--- src/rtl/sfd_pkg.sv ---
package sfd_pkg;
  parameter int SFD_OPC_W       = 8;
  parameter int SFD_LONG_DUMMY  = 32;
  parameter int SFD_SHORT_DUMMY = 8;
  parameter int SFD_DUMMY_W     = $clog2(SFD_LONG_DUMMY) + 1;

  typedef enum logic [3:0] {
    CMD_NONE     = 4'd0,
    CMD_ARRAY_RD = 4'd1,
    CMD_PAGE_RD  = 4'd2,
    CMD_BUF_RD   = 4'd3,
    CMD_STATUS   = 4'd4,
    CMD_BUF_WR   = 4'd5,
    CMD_PROG_ER  = 4'd6,
    CMD_PROG_NE  = 4'd7,
    CMD_PAGE_ER  = 4'd8,
    CMD_BLOCK_ER = 4'd9,
    CMD_PROG_TB  = 4'd10,
    CMD_XFER     = 4'd11,
    CMD_COMPARE  = 4'd12,
    CMD_REWRITE  = 4'd13
  } cmd_e;

  typedef enum logic [1:0] {
    LAY_NONE = 2'd0,
    LAY_MAIN = 2'd1,
    LAY_BUF  = 2'd2,
    LAY_BLK  = 2'd3
  } lay_e;

  typedef enum logic [2:0] {
    ST_IDLE, ST_OPC, ST_ADDR, ST_DUMMY, ST_DATA, ST_SKIP
  } st_e;

  typedef struct packed {
    logic                   ok;
    cmd_e                   cmd;
    lay_e                   lay;
    logic [SFD_DUMMY_W-1:0] dummy;
    logic                   rd;
    logic                   buf2;
  } dec_t;

  function automatic dec_t sfd_decode(input logic [SFD_OPC_W-1:0] op);
    dec_t d;
    d.ok    = 1'b1;
    d.cmd   = CMD_NONE;
    d.lay   = LAY_MAIN;
    d.dummy = '0;
    d.rd    = 1'b0;
    d.buf2  = 1'b0;
    case (op)
      8'h68, 8'hE8: begin
        d.cmd = CMD_ARRAY_RD; d.rd = 1'b1;
        d.dummy = SFD_DUMMY_W'(SFD_LONG_DUMMY);
      end
      8'h52, 8'hD2: begin
        d.cmd = CMD_PAGE_RD; d.rd = 1'b1;
        d.dummy = SFD_DUMMY_W'(SFD_LONG_DUMMY);
      end
      8'h54, 8'hD4, 8'h56, 8'hD6: begin
        d.cmd = CMD_BUF_RD; d.rd = 1'b1; d.lay = LAY_BUF;
        d.dummy = SFD_DUMMY_W'(SFD_SHORT_DUMMY); d.buf2 = op[1];
      end
      8'h57, 8'hD7: begin
        d.cmd = CMD_STATUS; d.rd = 1'b1; d.lay = LAY_NONE;
      end
      8'h84, 8'h87: begin
        d.cmd = CMD_BUF_WR; d.lay = LAY_BUF; d.buf2 = op[0];
      end
      8'h83, 8'h86: begin d.cmd = CMD_PROG_ER; d.buf2 = (op == 8'h86); end
      8'h88, 8'h89: begin d.cmd = CMD_PROG_NE; d.buf2 = op[0]; end
      8'h81:        d.cmd = CMD_PAGE_ER;
      8'h50:        begin d.cmd = CMD_BLOCK_ER; d.lay = LAY_BLK; end
      8'h82, 8'h85: begin d.cmd = CMD_PROG_TB; d.buf2 = (op == 8'h85); end
      8'h53, 8'h55: begin d.cmd = CMD_XFER; d.buf2 = (op == 8'h55); end
      8'h60, 8'h61: begin d.cmd = CMD_COMPARE; d.buf2 = op[0]; end
      8'h58, 8'h59: begin d.cmd = CMD_REWRITE; d.buf2 = op[0]; end
      default:      d.ok = 1'b0;
    endcase
    return d;
  endfunction
endpackage

--- src/rtl/sfd_pin_sync.sv ---
module sfd_pin_sync (
  input  logic clk,
  input  logic rst,
  input  logic sck_i,
  input  logic csn_i,
  input  logic si_i,
  output logic sck_lvl_o,
  output logic csn_lvl_o,
  output logic si_o,
  output logic sck_rise_o,
  output logic sck_fall_o,
  output logic cs_fall_o,
  output logic cs_rise_o
);
  logic sck_q, csn_q, si_q, sck_d, csn_d;

  always_ff @(posedge clk) begin
    if (rst) begin
      sck_q <= 1'b1;
      csn_q <= 1'b1;
      si_q  <= 1'b0;
      sck_d <= 1'b1;
      csn_d <= 1'b1;
    end else begin
      sck_q <= sck_i;
      csn_q <= csn_i;
      si_q  <= si_i;
      sck_d <= sck_q;
      csn_d <= csn_q;
    end
  end

  assign sck_lvl_o  = sck_q;
  assign csn_lvl_o  = csn_q;
  assign si_o       = si_q;
  assign sck_rise_o = sck_q & ~sck_d;
  assign sck_fall_o = ~sck_q & sck_d;
  assign cs_fall_o  = ~csn_q & csn_d;
  assign cs_rise_o  = csn_q & ~csn_d;
endmodule

--- src/rtl/sfd_hdr_fsm.sv ---
module sfd_hdr_fsm
  import sfd_pkg::*;
#(
  parameter int RSV_W  = 5,
  parameter int PAGE_W = 10,
  parameter int BYTE_W = 9,
  parameter int BLK_W  = 7
) (
  input  logic              clk,
  input  logic              rst,
  input  logic              sck_lvl_i,
  input  logic              si_i,
  input  logic              sck_rise_i,
  input  logic              cs_fall_i,
  input  logic              cs_rise_i,
  output logic              mode3_o,
  output logic [3:0]        cmd_o,
  output logic              buf2_o,
  output logic [PAGE_W-1:0] page_o,
  output logic [BYTE_W-1:0] byte_o,
  output logic              vld_o,
  output logic              start_o,
  output logic              invalid_o,
  output logic              abort_o,
  output logic              rd_act_o
);
  localparam int ADDR_W = RSV_W + PAGE_W + BYTE_W;
  localparam int MAXB   = (ADDR_W > SFD_LONG_DUMMY) ? ADDR_W : SFD_LONG_DUMMY;
  localparam int CNT_W  = $clog2(MAXB) + 1;
  localparam int BLK_HI = ADDR_W - RSV_W - 1;

  st_e               st;
  logic [CNT_W-1:0]  cnt;
  logic [ADDR_W-1:0] sh;
  dec_t              cur;
  dec_t              dec_now;
  logic [SFD_OPC_W-1:0] opc_now;
  logic [ADDR_W-1:0] addr_now;

  always_comb begin
    opc_now  = {sh[SFD_OPC_W-2:0], si_i};
    addr_now = {sh[ADDR_W-2:0], si_i};
    dec_now  = sfd_decode(opc_now);
  end

  always_ff @(posedge clk) begin
    if (rst) begin
      st <= ST_IDLE; cnt <= '0; sh <= '0; cur <= '0;
      mode3_o <= 1'b1; cmd_o <= CMD_NONE; buf2_o <= 1'b0;
      page_o <= '0; byte_o <= '0;
      vld_o <= 1'b0; start_o <= 1'b0; invalid_o <= 1'b0; abort_o <= 1'b0;
      rd_act_o <= 1'b0;
    end else begin
      vld_o <= 1'b0; start_o <= 1'b0; invalid_o <= 1'b0; abort_o <= 1'b0;
      if (cs_rise_i) begin
        if (st == ST_OPC || st == ST_ADDR) abort_o <= 1'b1;
        st <= ST_IDLE;
        rd_act_o <= 1'b0;
      end else if (cs_fall_i) begin
        st <= ST_OPC;
        cnt <= '0;
        mode3_o <= sck_lvl_i;
        rd_act_o <= 1'b0;
      end else if (sck_rise_i && st != ST_IDLE) begin
        sh  <= addr_now;
        cnt <= cnt + 1'b1;
        case (st)
          ST_OPC: if (cnt == CNT_W'(SFD_OPC_W - 1)) begin
            cnt    <= '0;
            cur    <= dec_now;
            buf2_o <= dec_now.buf2;
            cmd_o  <= dec_now.ok ? dec_now.cmd : CMD_NONE;
            if (!dec_now.ok) begin
              invalid_o <= 1'b1;
              st <= ST_SKIP;
            end else if (dec_now.lay == LAY_NONE) begin
              vld_o <= 1'b1; start_o <= 1'b1; rd_act_o <= 1'b1;
              st <= ST_DATA;
            end else begin
              st <= ST_ADDR;
            end
          end
          ST_ADDR: if (cnt == CNT_W'(ADDR_W - 1)) begin
            cnt   <= '0;
            vld_o <= 1'b1;
            case (cur.lay)
              LAY_BUF: begin
                page_o <= '0;
                byte_o <= addr_now[BYTE_W-1:0];
              end
              LAY_BLK: begin
                page_o <= {addr_now[BLK_HI -: BLK_W], {(PAGE_W-BLK_W){1'b0}}};
                byte_o <= '0;
              end
              default: begin
                page_o <= addr_now[BYTE_W +: PAGE_W];
                byte_o <= addr_now[BYTE_W-1:0];
              end
            endcase
            if (cur.dummy != '0) begin
              st <= ST_DUMMY;
            end else begin
              st <= ST_DATA;
              rd_act_o <= cur.rd;
              start_o  <= cur.rd;
            end
          end
          ST_DUMMY: if (cnt == CNT_W'(cur.dummy - 1'b1)) begin
            st <= ST_DATA; rd_act_o <= 1'b1; start_o <= 1'b1;
          end
          default: ;
        endcase
      end
    end
  end

  // the captured clock mode changes only at a chip-select falling edge
  p_mode_hold_r2: assert property (@(posedge clk) disable iff (rst)
    !cs_fall_i |=> $stable(mode3_o));
  // a frame with an unknown opcode never enables the output phase
  p_skip_quiet_r10: assert property (@(posedge clk) disable iff (rst)
    (st == ST_SKIP) |-> !rd_act_o);
endmodule

--- src/rtl/sfd_tx_shift.sv ---
module sfd_tx_shift #(
  parameter int DATA_W = 8
) (
  input  logic              clk,
  input  logic              rst,
  input  logic              active_i,
  input  logic              stop_i,
  input  logic              fall_i,
  input  logic [DATA_W-1:0] byte_i,
  output logic              so_o,
  output logic              oe_o,
  output logic              req_o
);
  localparam int BC_W = $clog2(DATA_W);

  logic [DATA_W-1:0] sh;
  logic [BC_W-1:0]   bitc;

  always_ff @(posedge clk) begin
    if (rst) begin
      sh <= '0; bitc <= '0; so_o <= 1'b0; oe_o <= 1'b0; req_o <= 1'b0;
    end else begin
      req_o <= 1'b0;
      if (!active_i || stop_i) begin
        oe_o <= 1'b0;
        bitc <= '0;
      end else if (fall_i) begin
        oe_o <= 1'b1;
        bitc <= bitc + 1'b1;
        if (bitc == '0) begin
          so_o <= byte_i[DATA_W-1];
          sh   <= {byte_i[DATA_W-2:0], 1'b0};
        end else begin
          so_o <= sh[DATA_W-1];
          sh   <= {sh[DATA_W-2:0], 1'b0};
        end
        if (bitc == BC_W'(DATA_W - 1)) req_o <= 1'b1;
      end
    end
  end

  // while driving, the data bit only moves after a serial clock falling edge
  p_so_edge_r8: assert property (@(posedge clk) disable iff (rst)
    (oe_o && $past(oe_o) && !$past(fall_i)) |-> $stable(so_o));
endmodule

--- src/rtl/sflash_frame_decoder.sv ---
module sflash_frame_decoder
  import sfd_pkg::*;
#(
  parameter int RSV_W  = 5,
  parameter int PAGE_W = 10,
  parameter int BYTE_W = 9,
  parameter int BLK_W  = 7,
  parameter int DATA_W = 8
) (
  input  logic              clk,
  input  logic              rst,
  input  logic              sck_i,
  input  logic              csn_i,
  input  logic              si_i,
  input  logic [DATA_W-1:0] tx_byte_i,
  output logic              so_o,
  output logic              so_oe_o,
  output logic              tx_req_o,
  output logic              mode3_o,
  output logic [3:0]        cmd_o,
  output logic              buf2_o,
  output logic [PAGE_W-1:0] page_o,
  output logic [BYTE_W-1:0] byte_o,
  output logic              cmd_vld_o,
  output logic              out_start_o,
  output logic              invalid_o,
  output logic              abort_o
);
  logic sck_lvl, csn_lvl, si_s, sck_rise, sck_fall, cs_fall, cs_rise;
  logic rd_act, byte_req;

  sfd_pin_sync sync_i (
    .clk(clk), .rst(rst), .sck_i(sck_i), .csn_i(csn_i), .si_i(si_i),
    .sck_lvl_o(sck_lvl), .csn_lvl_o(csn_lvl), .si_o(si_s),
    .sck_rise_o(sck_rise), .sck_fall_o(sck_fall),
    .cs_fall_o(cs_fall), .cs_rise_o(cs_rise)
  );

  sfd_hdr_fsm #(
    .RSV_W(RSV_W), .PAGE_W(PAGE_W), .BYTE_W(BYTE_W), .BLK_W(BLK_W)
  ) hdr_i (
    .clk(clk), .rst(rst), .sck_lvl_i(sck_lvl), .si_i(si_s),
    .sck_rise_i(sck_rise), .cs_fall_i(cs_fall), .cs_rise_i(cs_rise),
    .mode3_o(mode3_o), .cmd_o(cmd_o), .buf2_o(buf2_o),
    .page_o(page_o), .byte_o(byte_o), .vld_o(cmd_vld_o),
    .start_o(out_start_o), .invalid_o(invalid_o), .abort_o(abort_o),
    .rd_act_o(rd_act)
  );

  sfd_tx_shift #(.DATA_W(DATA_W)) tx_i (
    .clk(clk), .rst(rst), .active_i(rd_act), .stop_i(cs_rise),
    .fall_i(sck_fall), .byte_i(tx_byte_i),
    .so_o(so_o), .oe_o(so_oe_o), .req_o(byte_req)
  );

  assign tx_req_o = out_start_o | byte_req;

  // with chip select high for two samples the output is released
  p_oe_cs_r9: assert property (@(posedge clk) disable iff (rst)
    (csn_lvl && $past(csn_lvl)) |-> !so_oe_o);
  // header strobe, abort and invalid never coincide
  p_excl_r11: assert property (@(posedge clk) disable iff (rst)
    $onehot0({cmd_vld_o, abort_o, invalid_o}));
  // no strobe comes out while chip select is high
  p_idle_quiet_r13: assert property (@(posedge clk) disable iff (rst)
    (csn_lvl && $past(csn_lvl)) |-> !(cmd_vld_o || out_start_o || invalid_o));
endmodule

--- config.mk ---
export PLATFORM = sky130hd
export DESIGN_NAME = sflash_frame_decoder
export DESIGN_NICKNAME = d
export VERILOG_FILES = /design/src/rtl/sfd_pkg.sv /design/src/rtl/sfd_pin_sync.sv /design/src/rtl/sfd_hdr_fsm.sv /design/src/rtl/sfd_tx_shift.sv /design/src/rtl/sflash_frame_decoder.sv
export SDC_FILE = /design/constraint.sdc
export NUM_CORES = 1
export LEC_CHECK = 0
export ABC_AREA = 1
export BUFFER_PORTS_ARGS = -buffer_cell sky130_fd_sc_hd__buf_2
export CAP_MARGIN = 15
export CORE_MARGIN = 4
export CORE_UTILIZATION = 50
export CTS_CLUSTER_DIAMETER = 40
export DETAILED_ROUTE_END_ITERATION = 12
export PLACE_DENSITY = 0.74
export SYNTH_ARGS = -nofsm -noshare
export SYNTH_HDL_FRONTEND = slang
export SYNTH_HIERARCHICAL = 1
export SYNTH_SLANG_ARGS = --single-unit
--- constraint.sdc ---
create_clock -name clk -period 3.6 [get_ports clk]
set_input_delay 0.72 -clock clk [delete_from_list [all_inputs] [get_ports clk]]
set_output_delay 0.72 -clock clk [all_outputs]
set_load 0.03 [all_outputs]
==> metrics.txt, run 1 <==
run status completed; CP Cell Sequence ha_1 -> nand2_1 -> inv_2 -> nand4_1 -> nor2_1 -> nand3_1 -> a21oi_1; Via-to-Cell Ratio around 5; CORE AREA 0.00729 sq mm; Cell Area, Synth approximately 0.0038 sq mm; H-Tree Depth 3; Site Rows 31; final net count slightly below 600; Final Wtd Congestion 0.879; Top Family by Delay on Critical Path simple AND/OR/NAND/NOR gates; Remaining Overflow, GRT 0; Yosys reg bits 80; Initial Util 0.518; area share of the largest cell type after synthesis 0.424; Clock Pin Slew Worst Setup and Hold Paths ~0.08 ns; initial DRC count 157; Detailed Routing Iterations Pass 1 4; Antenna Violating Nets Remaining 0; clk sink count 80; Fin. Hold Viols 0; vias in the first global route about 3400; RSZ-0062 raised after global routing no; io pins 45; Synth area leaders dfxtp_1 (42%), nand2_1 (14%), a21oi_1 (8.0%), inv_1 (6.3%), nand3_1 (5.7%); Worst path slowest cell nor2_1; Core Util, Final 0.579; LEAKAGE 1.90 nW; Worst-Margin Slew approximately 0.76 ns; Post-CTS Setup Inserts 0; first-pass GRT wire length 14200 um; CP Capture Type flip-flop; largest net degree at the start of global routing 44; Max Freq 499 MHz; setup TNS 0 ns; max-slew violations 0; Critical Path Source Type flip-flop; Area Overhead vs Synth 11.9%; initial antenna violation count 0; port bufs 44; PwrDens between 300 and 400 mW/mm^2; via count between 3000 and 4000; WL per Instance 11.9 um; Crit path largest cell delay ~0.65 ns; dominant synthesized flop cell dfxtp_1; Antenna Cells 0; Max-Slew Margin vs Limit 0.489; Syn Nets ~560; clock buffer depth 2; Synth async-reset ratio 0; required time worst endpoint just under 4 ns; Buf/Inv on CP 1; Worst VDD drop 0.199 mV; DIE AREA around 0.009 sq mm; Final setup viols 0; GR Util All Layers 0.197; DRC viols 0; Die Span Y about 95 um; synth unique cells 38; hold_buf cts 0; average size of a mapped cell between 7 and 8 sq um; sequential share of the synthesized area 0.424; commonest non-fill, non-tap cell in the layout nand2_1; layout cell share with drive strength beyond 1 0.168; Inserted Clock Buffers 9; die extent in x 94.9 um; Hold Path Class flip-flop to flip-flop; period utilization 0.557; Worst EP arrival 2.29 ns; EDFF count, synth 0; WS Path Type flip-flop to flip-flop; clk_lat worst skew around 0.36 ns; CTS tree done; HPWL Detailed 6040 um; max_cap viols 0; most frequent cells in the layout nand2_1 (141), dfxtp_1 (80), inv_1 (63), a21oi_1 (60), nor2_1 (46); Final min period ~2 ns; Synth Instances 539; total routed wirelength 8140 um; CP max FO 12; cell accounting for the most synthesized area dfxtp_1; skew final 0.0114 ns; Ys Warns 6; post-CTS sizing 0; Root Buffer clkbuf_8
==> Yosys cell counts (3+ instances only) <==
library cell,count
nand2_2,4
nor2_4,3
buf_6,4
a21oi_1,60
o21ai_0,24
inv_1,63
nor2_1,46
nand3_2,5
nand4_1,7
dfxtp_1,80
inv_2,12
nand2_1,141
clkbuf_1,7
nor2_2,5
nand3_1,43
o22ai_1,3
ha_1,5
==> kinds of logic after synthesis <==
group,share of synthesized area
flip-flops,0.424
AO/OA/AOI/OAI,0.134
XOR/XNOR,0.00464
AND/OR/NAND/NOR,0.314
adder cells (fa/ha/maj),0.0166
buffers and inverters,0.106
==> through the flow <==
step,worst slack [ns],hold slack [ns],std cells,cell area [sq um],total power [W]
after global routing,1.38,0.479,683,4220,0.00168
final,1.60,0.454,683,4220,0.00161
after detailed placement,1.63,0.431,667,4030,0.000981
after CTS,1.60,0.452,683,4220,0.00163
after floorplan,2.10,0.417,539,3780,0.000963
after global placement,1.64,0.425,667,4030,0.000980
==> report_power, final <==
part / leakage [nW] / switching [W] / total, W / internal (W)
Clock: 0.0968 / 0.000330 / 0.000655 / 0.000324
Sequential: 0.646 / 0.00000582 / 0.000896 / 0.000890
Combinational: 1.16 / 0.0000444 / 0.0000642 / 0.0000198
==> area by class of cell <==
class | count | area (sq um)
Fill cell | 710 | 3070
Inverter | 78 | 302
Multi-Input combinational cell | 365 | 1770
Timing Repair Buffer | 45 | 228
Clock buffer | 10 | 128
Clock inverter | 6 | 68.8
Sequential cell | 80 | 1600
Tap cell | 99 | 124
==> worst reg2reg max path, cell delays in order (launching register included) <==
cell and delay, ns:
dfxtp_1 0.35, ha_1 0.19, nand2_1 0.12, inv_2 0.10, nand4_1 0.17, nor2_1 0.65, nand3_1 0.18, a21oi_1 0.17
==> routing by layer <==
| layer | vias up | wire [um] | track usage |
|---|---|---|---|
| met5 | - | 0 | 0 |
| met4 | 0 | 110 | 0.0805 |
| met3 | 10 | 365 | 0.0398 |
| met2 | 70 | 4050 | 0.343 |
| met1 | 1553 | 3610 | 0.237 |
| li1 | 1798 | - | - |
==> path summary, 6_finish.rpt <==
check                           depth (start not counted)              end              from  slack [ns]
worst max-delay path                                    7  hdr_i/byte_o[7]      hdr_i/cnt[1]        1.60
worst min-delay path                                    2     sync_i/csn_d  sync_i/csn_lvl_o        0.45
worst max register to register                          7  hdr_i/byte_o[7]      hdr_i/cnt[1]        1.60
worst min register to register                          2     sync_i/csn_d  sync_i/csn_lvl_o        0.45
==> state kept, by name, summed over array words and instances (netlist names), 3 cells and up <==
signal,count
hdr_i/sh,18
hdr_i/byte_o,9
tx_i/bitc,3
tx_i/sh,7
hdr_i/st,3
hdr_i/cmd_o,4
hdr_i/cur,5
hdr_i/cnt,6
hdr_i/page_o,10
No activity file was read; power rests on OpenSTA's default activity.
==> inputs of run 2 (changes only) <==
==> constraint.sdc (replaced) <==
create_clock -name clk -period 1.9 [get_ports clk]
set_input_delay 0.38 -clock clk [delete_from_list [all_inputs] [get_ports clk]]
set_output_delay 0.38 -clock clk [all_outputs]
set_load 0.03 [all_outputs]
==> run 2 against run 1 <==
  * Setup slack worse by 1.4 ns
  * Global-route usage down 0.45 points
  * Critical path type unchanged
  * Sequential power up 90%
  * Critical path depth up 3
==> metrics.txt, run 2 (synthesis gave the netlist of run 1 again) <==
run status completed; Initial Util 0.518; CP max FO 5; max_cap viols 0; HPWL Detailed 6120 um; initial DRC count 132; layout cell share with drive strength beyond 1 0.184; clk_lat worst skew 0.36 ns; PwrDens 758 mW/mm^2; Worst VDD drop 0.435 mV; Final min period ~1.7 ns; # fillers about 700; CP Cell Sequence inv_1 -> ha_1 -> xnor2_1 -> nor2_1 -> nand2_1 -> nand2_1 -> nand2_2 -> inv_2 -> nand3_1 -> a21oi_1; DRC viols 0; H-Tree Depth 3; Fin. Hold Viols 0; initial antenna violation count 0; port bufs between 40 and 50; GR Util All Layers 0.193; R2R cell count 10; vias in the first global route between 3000 and 4000; io pins 45; skew final 0.00916 ns; die extent in x 94.9 um; Final setup viols 0; required time worst endpoint 2.19 ns; Die Span Y 94.9 um; FF-to-FF setup slack 0.20 ns; CORE AREA ~0.0073 sq mm; Worst EP arrival 1.99 ns; Core Util, Final 0.594; most flop-heavy register hdr_i/sh; Final Wtd Congestion between 0.9 and 1; Hold Crit Depth 3; LEAKAGE slightly below 2 nW; Antenna Cells 0; Final Non-Filler Cells 691; largest net degree at the start of global routing 29; Inserted Clock Buffers 9; Detailed Routing Iterations Pass 1 5; Most Frequent Cell on Critical Path nand2_1; Area Overhead vs Synth 14.6%; Max Freq between 500 and 600 MHz; Site Rows 31; hold_sp csn_i; via count 3532; first-pass GRT wire length 13800 um; Crit path largest cell delay between 0.3 and 0.4 ns; Critical R2R Capture hdr_i/rd_act_o; WS Path Type flip-flop to flip-flop; RSZ-0062 raised after global routing no; clk sink count 80; WL per Instance 12.1 um; total routed wirelength about 8300 um; final net count 605; CTS tree done; reg2reg start hdr_i/cur[5]; hold slack 0.208 ns; DIE AREA 0.00901 sq mm; max-slew violations 0; hold_buf cts 0; Hold Path Class input port to flip-flop; max reg flops 18; largest registers hdr_i/sh x18, hdr_i/page_o x10, hdr_i/byte_o x9; Max-Slew Margin vs Limit 0.643; Clock Pin Slew Worst Setup and Hold Paths 0.08 ns; Worst path slowest cell dfxtp_1; Critical Path Source Type flip-flop; most frequent cells in the layout nand2_1 (140), dfxtp_1 (80), inv_1 (63), a21oi_1 (60), nor2_1 (45); Antenna Violating Nets Remaining 0; clock buffer depth 2; Worst-Margin Slew 0.534 ns; Via-to-Cell Ratio 5.11; period utilization 0.896; Remaining Overflow, GRT 0; setup TNS 0 ns; commonest non-fill, non-tap cell in the layout nand2_1; Root Buffer clkbuf_8; cell count after placement 673; Worst Hold Path EP sync_i/csn_lvl_o; CP Capture Type flip-flop
[run 2: repair_timing]
item	4_1_cts	5_1_grt
gates resized for setup	0	3
endpoints found under the setup margin	0	16
setup buffers	0	2
[run 2: area by class of cell]
class	instances	area, sq um	area share
Multi-Input combinational cell	365	1780	0.412
Clock buffer	9	124	0.0286
Sequential cell	80	1600	0.370
Timing Repair Buffer	53	288	0.0665
Clock inverter	7	106	0.0246
Inverter	78	302	0.0697
Tap cell	99	124	0.0286
[run 2: worst max-delay path: cells and delay by family (launching register included)]
family | cells | cell delay [ns]
AND/OR/NAND/NOR | 5 | 0.49
flip-flops | 1 | 0.34
adder cells (fa/ha/maj) | 1 | 0.32
buffers and inverters | 2 | 0.17
XOR/XNOR | 1 | 0.15
AO/OA/AOI/OAI | 1 | 0.15
[run 2: worst max-delay path by stage]
| stage | startpoint | depth (start not counted) | slack (ns) | end |
|---|---|---|---|---|
| 5_1_grt | hdr_i/cnt[1] | 9 | 0.003 | hdr_i/page_o[6] |
| 2_1_floorplan | hdr_i/cnt[0] | 10 | 0.41 | hdr_i/byte_o[3] |
| 3_5_place_dp | hdr_i/cnt[0] | 9 | 0.14 | hdr_i/byte_o[3] |
| 4_1_cts | hdr_i/cnt[0] | 9 | 0.13 | hdr_i/byte_o[3] |
| 3_3_place_gp | hdr_i/cnt[0] | 9 | 0.22 | hdr_i/page_o[8] |
| 6_report | hdr_i/cur[5] | 10 | 0.20 | hdr_i/rd_act_o |
[run 2: where the power goes]
| part | total (W) | internal, W | leakage (nW) | switching [W] |
|---|---|---|---|---|
| sequential | 0.00170 | 0.00169 | 0.646 | 0.0000113 |
| combinational | 0.000128 | 0.0000415 | 1.21 | 0.0000861 |
| clock | 0.00145 | 0.000768 | 0.117 | 0.000686 |
| total | 0.00328 | 0.00250 | 1.97 | 0.000783 |
[run 2: metal layers]
metal  track usage  up-vias  part of all wire
met5             0        -                 0
met4        0.0865        0             0.021
li1              -     1813                 -
met3        0.0367       17             0.051
met1         0.238     1613              0.45
met2         0.326       89              0.47
[run 2: per-stage QoR]
stage / power (W) / setup WS (ns) / area (sq um)
after floorplan: 0.00183 / 0.412 / 3780
after global placement: 0.00186 / 0.224 / 4070
after detailed placement: 0.00186 / 0.143 / 4070
after CTS: 0.00332 / 0.133 / 4300
after global routing: 0.00341 / 0.00309 / 4330
final: 0.00328 / 0.198 / 4330
==> inputs of run 3 (changes only) <==
--- a/config.mk
+++ b/config.mk
@@ -12,6 +12,7 @@
 export CORE_UTILIZATION = 50
 export CTS_CLUSTER_DIAMETER = 40
 export DETAILED_ROUTE_END_ITERATION = 12
+export MAX_ROUTING_LAYER = met4
 export PLACE_DENSITY = 0.74
 export SYNTH_ARGS = -nofsm -noshare
 export SYNTH_HDL_FRONTEND = slang
==> run 3 against run 2 <==
  * Design area up 0.23%
  * Count of clock-buffer cells in the layout increased by 1
  * Fmax down 5.3%
  * Hold slack gained 0.019 ns
  * Final cell count rose by 0.43%
  * Sequential power is essentially flat
  * Critical path type unchanged
  * Critical endpoint unchanged
  * Largest cell class unchanged
==> metrics.txt, run 3 (synthesis gave the netlist of run 1 again) <==
run status completed; port bufs 44; Core Util, Final 0.595; via count around 3500; Comb power frac 0.041; clock network power share 0.418; max reg flops 18; cell count after placement 673; required time worst endpoint 2.18 ns; pre-CTS worst setup slack 0.166 ns; internal power ~0.0024 W; period utilization 0.946; clk sink count 80; Final Wtd Congestion 0.878; PwrDens 724 mW/mm^2; first-pass GRT wire length 13700 um; busiest grt layer met2; Most Frequent Cell on Critical Path nand2_1; Antenna Violating Nets Remaining 0; layout cell share with drive strength beyond 1 0.188; Root Buffer clkbuf_8; vias in the first global route roughly 3200; skew final 0.00912 ns; Area Overhead vs Synth 14.9%; multi-input gate area in the final layout 0.00179 sq mm; CP Cell Sequence ha_2 -> nand2_2 -> inv_2 -> nand4_1 -> nand2_1 -> nand2_1 -> nor2_1 -> nand2_1 -> inv_2 -> nand3_1 -> a21oi_1; commonest non-fill, non-tap cell in the layout nand2_1; Top Family by Delay on Critical Path simple AND/OR/NAND/NOR gates; CP max FO 5; Worst-Margin Slew 0.555 ns; Die Span Y 94.9 um; Sequential Power Share 0.541; GRT met2 Usage 0.308; met3 usage 0.0359; most flop-heavy register hdr_i/sh; largest net degree at the start of global routing 33; Critical Path Source Type flip-flop; worst setup margin 0.102 ns; Hold Path Class input port to flip-flop; Worst VDD drop between 0.4 and 0.5 mV; most frequent cells in the layout nand2_1 (140), dfxtp_1 (80), inv_1 (63), a21oi_1 (60), nor2_1 (46); Worst path slowest cell dfxtp_1; DRC viols 0; hold_buf cts 0; max-slew violations 0; total routed wirelength slightly above 8000 um; Psw 0.000747 W; Remaining Overflow, GRT 0; Fin. Hold Viols 0; Buf/Inv on CP 2; WS Path Type flip-flop to flip-flop; Final Non-Filler Cells 694; largest registers hdr_i/sh x18, hdr_i/page_o x10, hdr_i/byte_o x9; Worst EP arrival 2.08 ns; Initial Util 0.518; initial DRC count 146; FF-to-FF setup slack 0.10 ns; DIE AREA ~0.0090 sq mm; Via-to-Cell Ratio 4.98; LEAKAGE 1.97 nW; Detailed Routing Iterations Pass 1 4; Max Freq 556 MHz; GR Util All Layers 0.195; H-Tree Depth 3; CTS tree done; CP Capture Type flip-flop; register area 0.00160 sq mm; die extent in x 94.9 um; CORE AREA 0.00729 sq mm; Final min period 1.80 ns; Max-Slew Margin vs Limit 0.628; Antenna Cells 0; final net count 608; Inserted Clock Buffers 9; Crit path largest cell delay ~0.34 ns; max_cap viols 0; clock buffer depth 2; Clock Pin Slew Worst Setup and Hold Paths 0.09 ns; initial antenna violation count 0; switching part of the total 0.238; io pins between 40 and 50; clk_lat worst skew 0.35 ns; # fillers 705; Site Rows 31; HPWL Detailed 6090 um; Global Route met1 Usage 0.246; Final setup viols 0; WL per Instance 11.9 um
run 3: layout make-up:
| class | instances | area share |
|---|---|---|
| multi-input cells | 365 | 0.412 |
| inverters | 78 | 0.0695 |
| clock buffers | 10 | 0.0317 |
| well taps | 99 | 0.0286 |
| repair buffers | 56 | 0.0715 |
| clock inverters | 6 | 0.0173 |
| flip-flops and latches | 80 | 0.369 |
run 3: what timing repair did:
action,CTS,global route
endpoints found under the setup margin,0,17
buffers inserted,0,5
gates resized for setup,0,4
run 3: final timing paths:
check / startpoint / to / depth (start not counted)
setup / recovery: hdr_i/cnt[0] / hdr_i/rd_act_o / 11
hold reg to reg: sync_i/csn_lvl_o / sync_i/csn_d / 2
hold / removal: csn_i / sync_i/csn_lvl_o / 3
setup reg to reg: hdr_i/cnt[0] / hdr_i/rd_act_o / 11
run 3: routing by layer:
layer	share of wire	vias to the layer above
met5	0	-
met4	0.015	0
met2	0.47	51
li1	-	1823
met1	0.49	1574
met3	0.031	11
run 3: tightest hold or removal path, delay by kind of cell:
kind / cells / cell delay, ns
and+or+nand+nor: 1 / 0.05
buffers and inverters: 2 / 0.11
run 3: metrics by stage:
stage / total power [W] / cell area (sq um) / hold slack (ns) / TNS (ns)
after floorplan: 0.00183 / 3780 / 0.417 / 0
after global placement: 0.00186 / 4070 / 0.440 / 0
after detailed placement: 0.00186 / 4070 / 0.447 / 0
after CTS: 0.00317 / 4290 / 0.223 / 0
after global routing: 0.00326 / 4340 / 0.235 / -0.0889
final: 0.00314 / 4340 / 0.227 / 0
run 3: power by group through the flow:
stage	sequential (W)	combinational [W]	clock (W)
6_report	0.00170	0.000128	0.00131
3_3_place_gp	0.00174	0.000125	0
4_1_cts	0.00170	0.000127	0.00135
3_5_place_dp	0.00174	0.000127	0
5_1_grt	0.00170	0.000144	0.00142
2_1_floorplan	0.00174	0.0000876	0
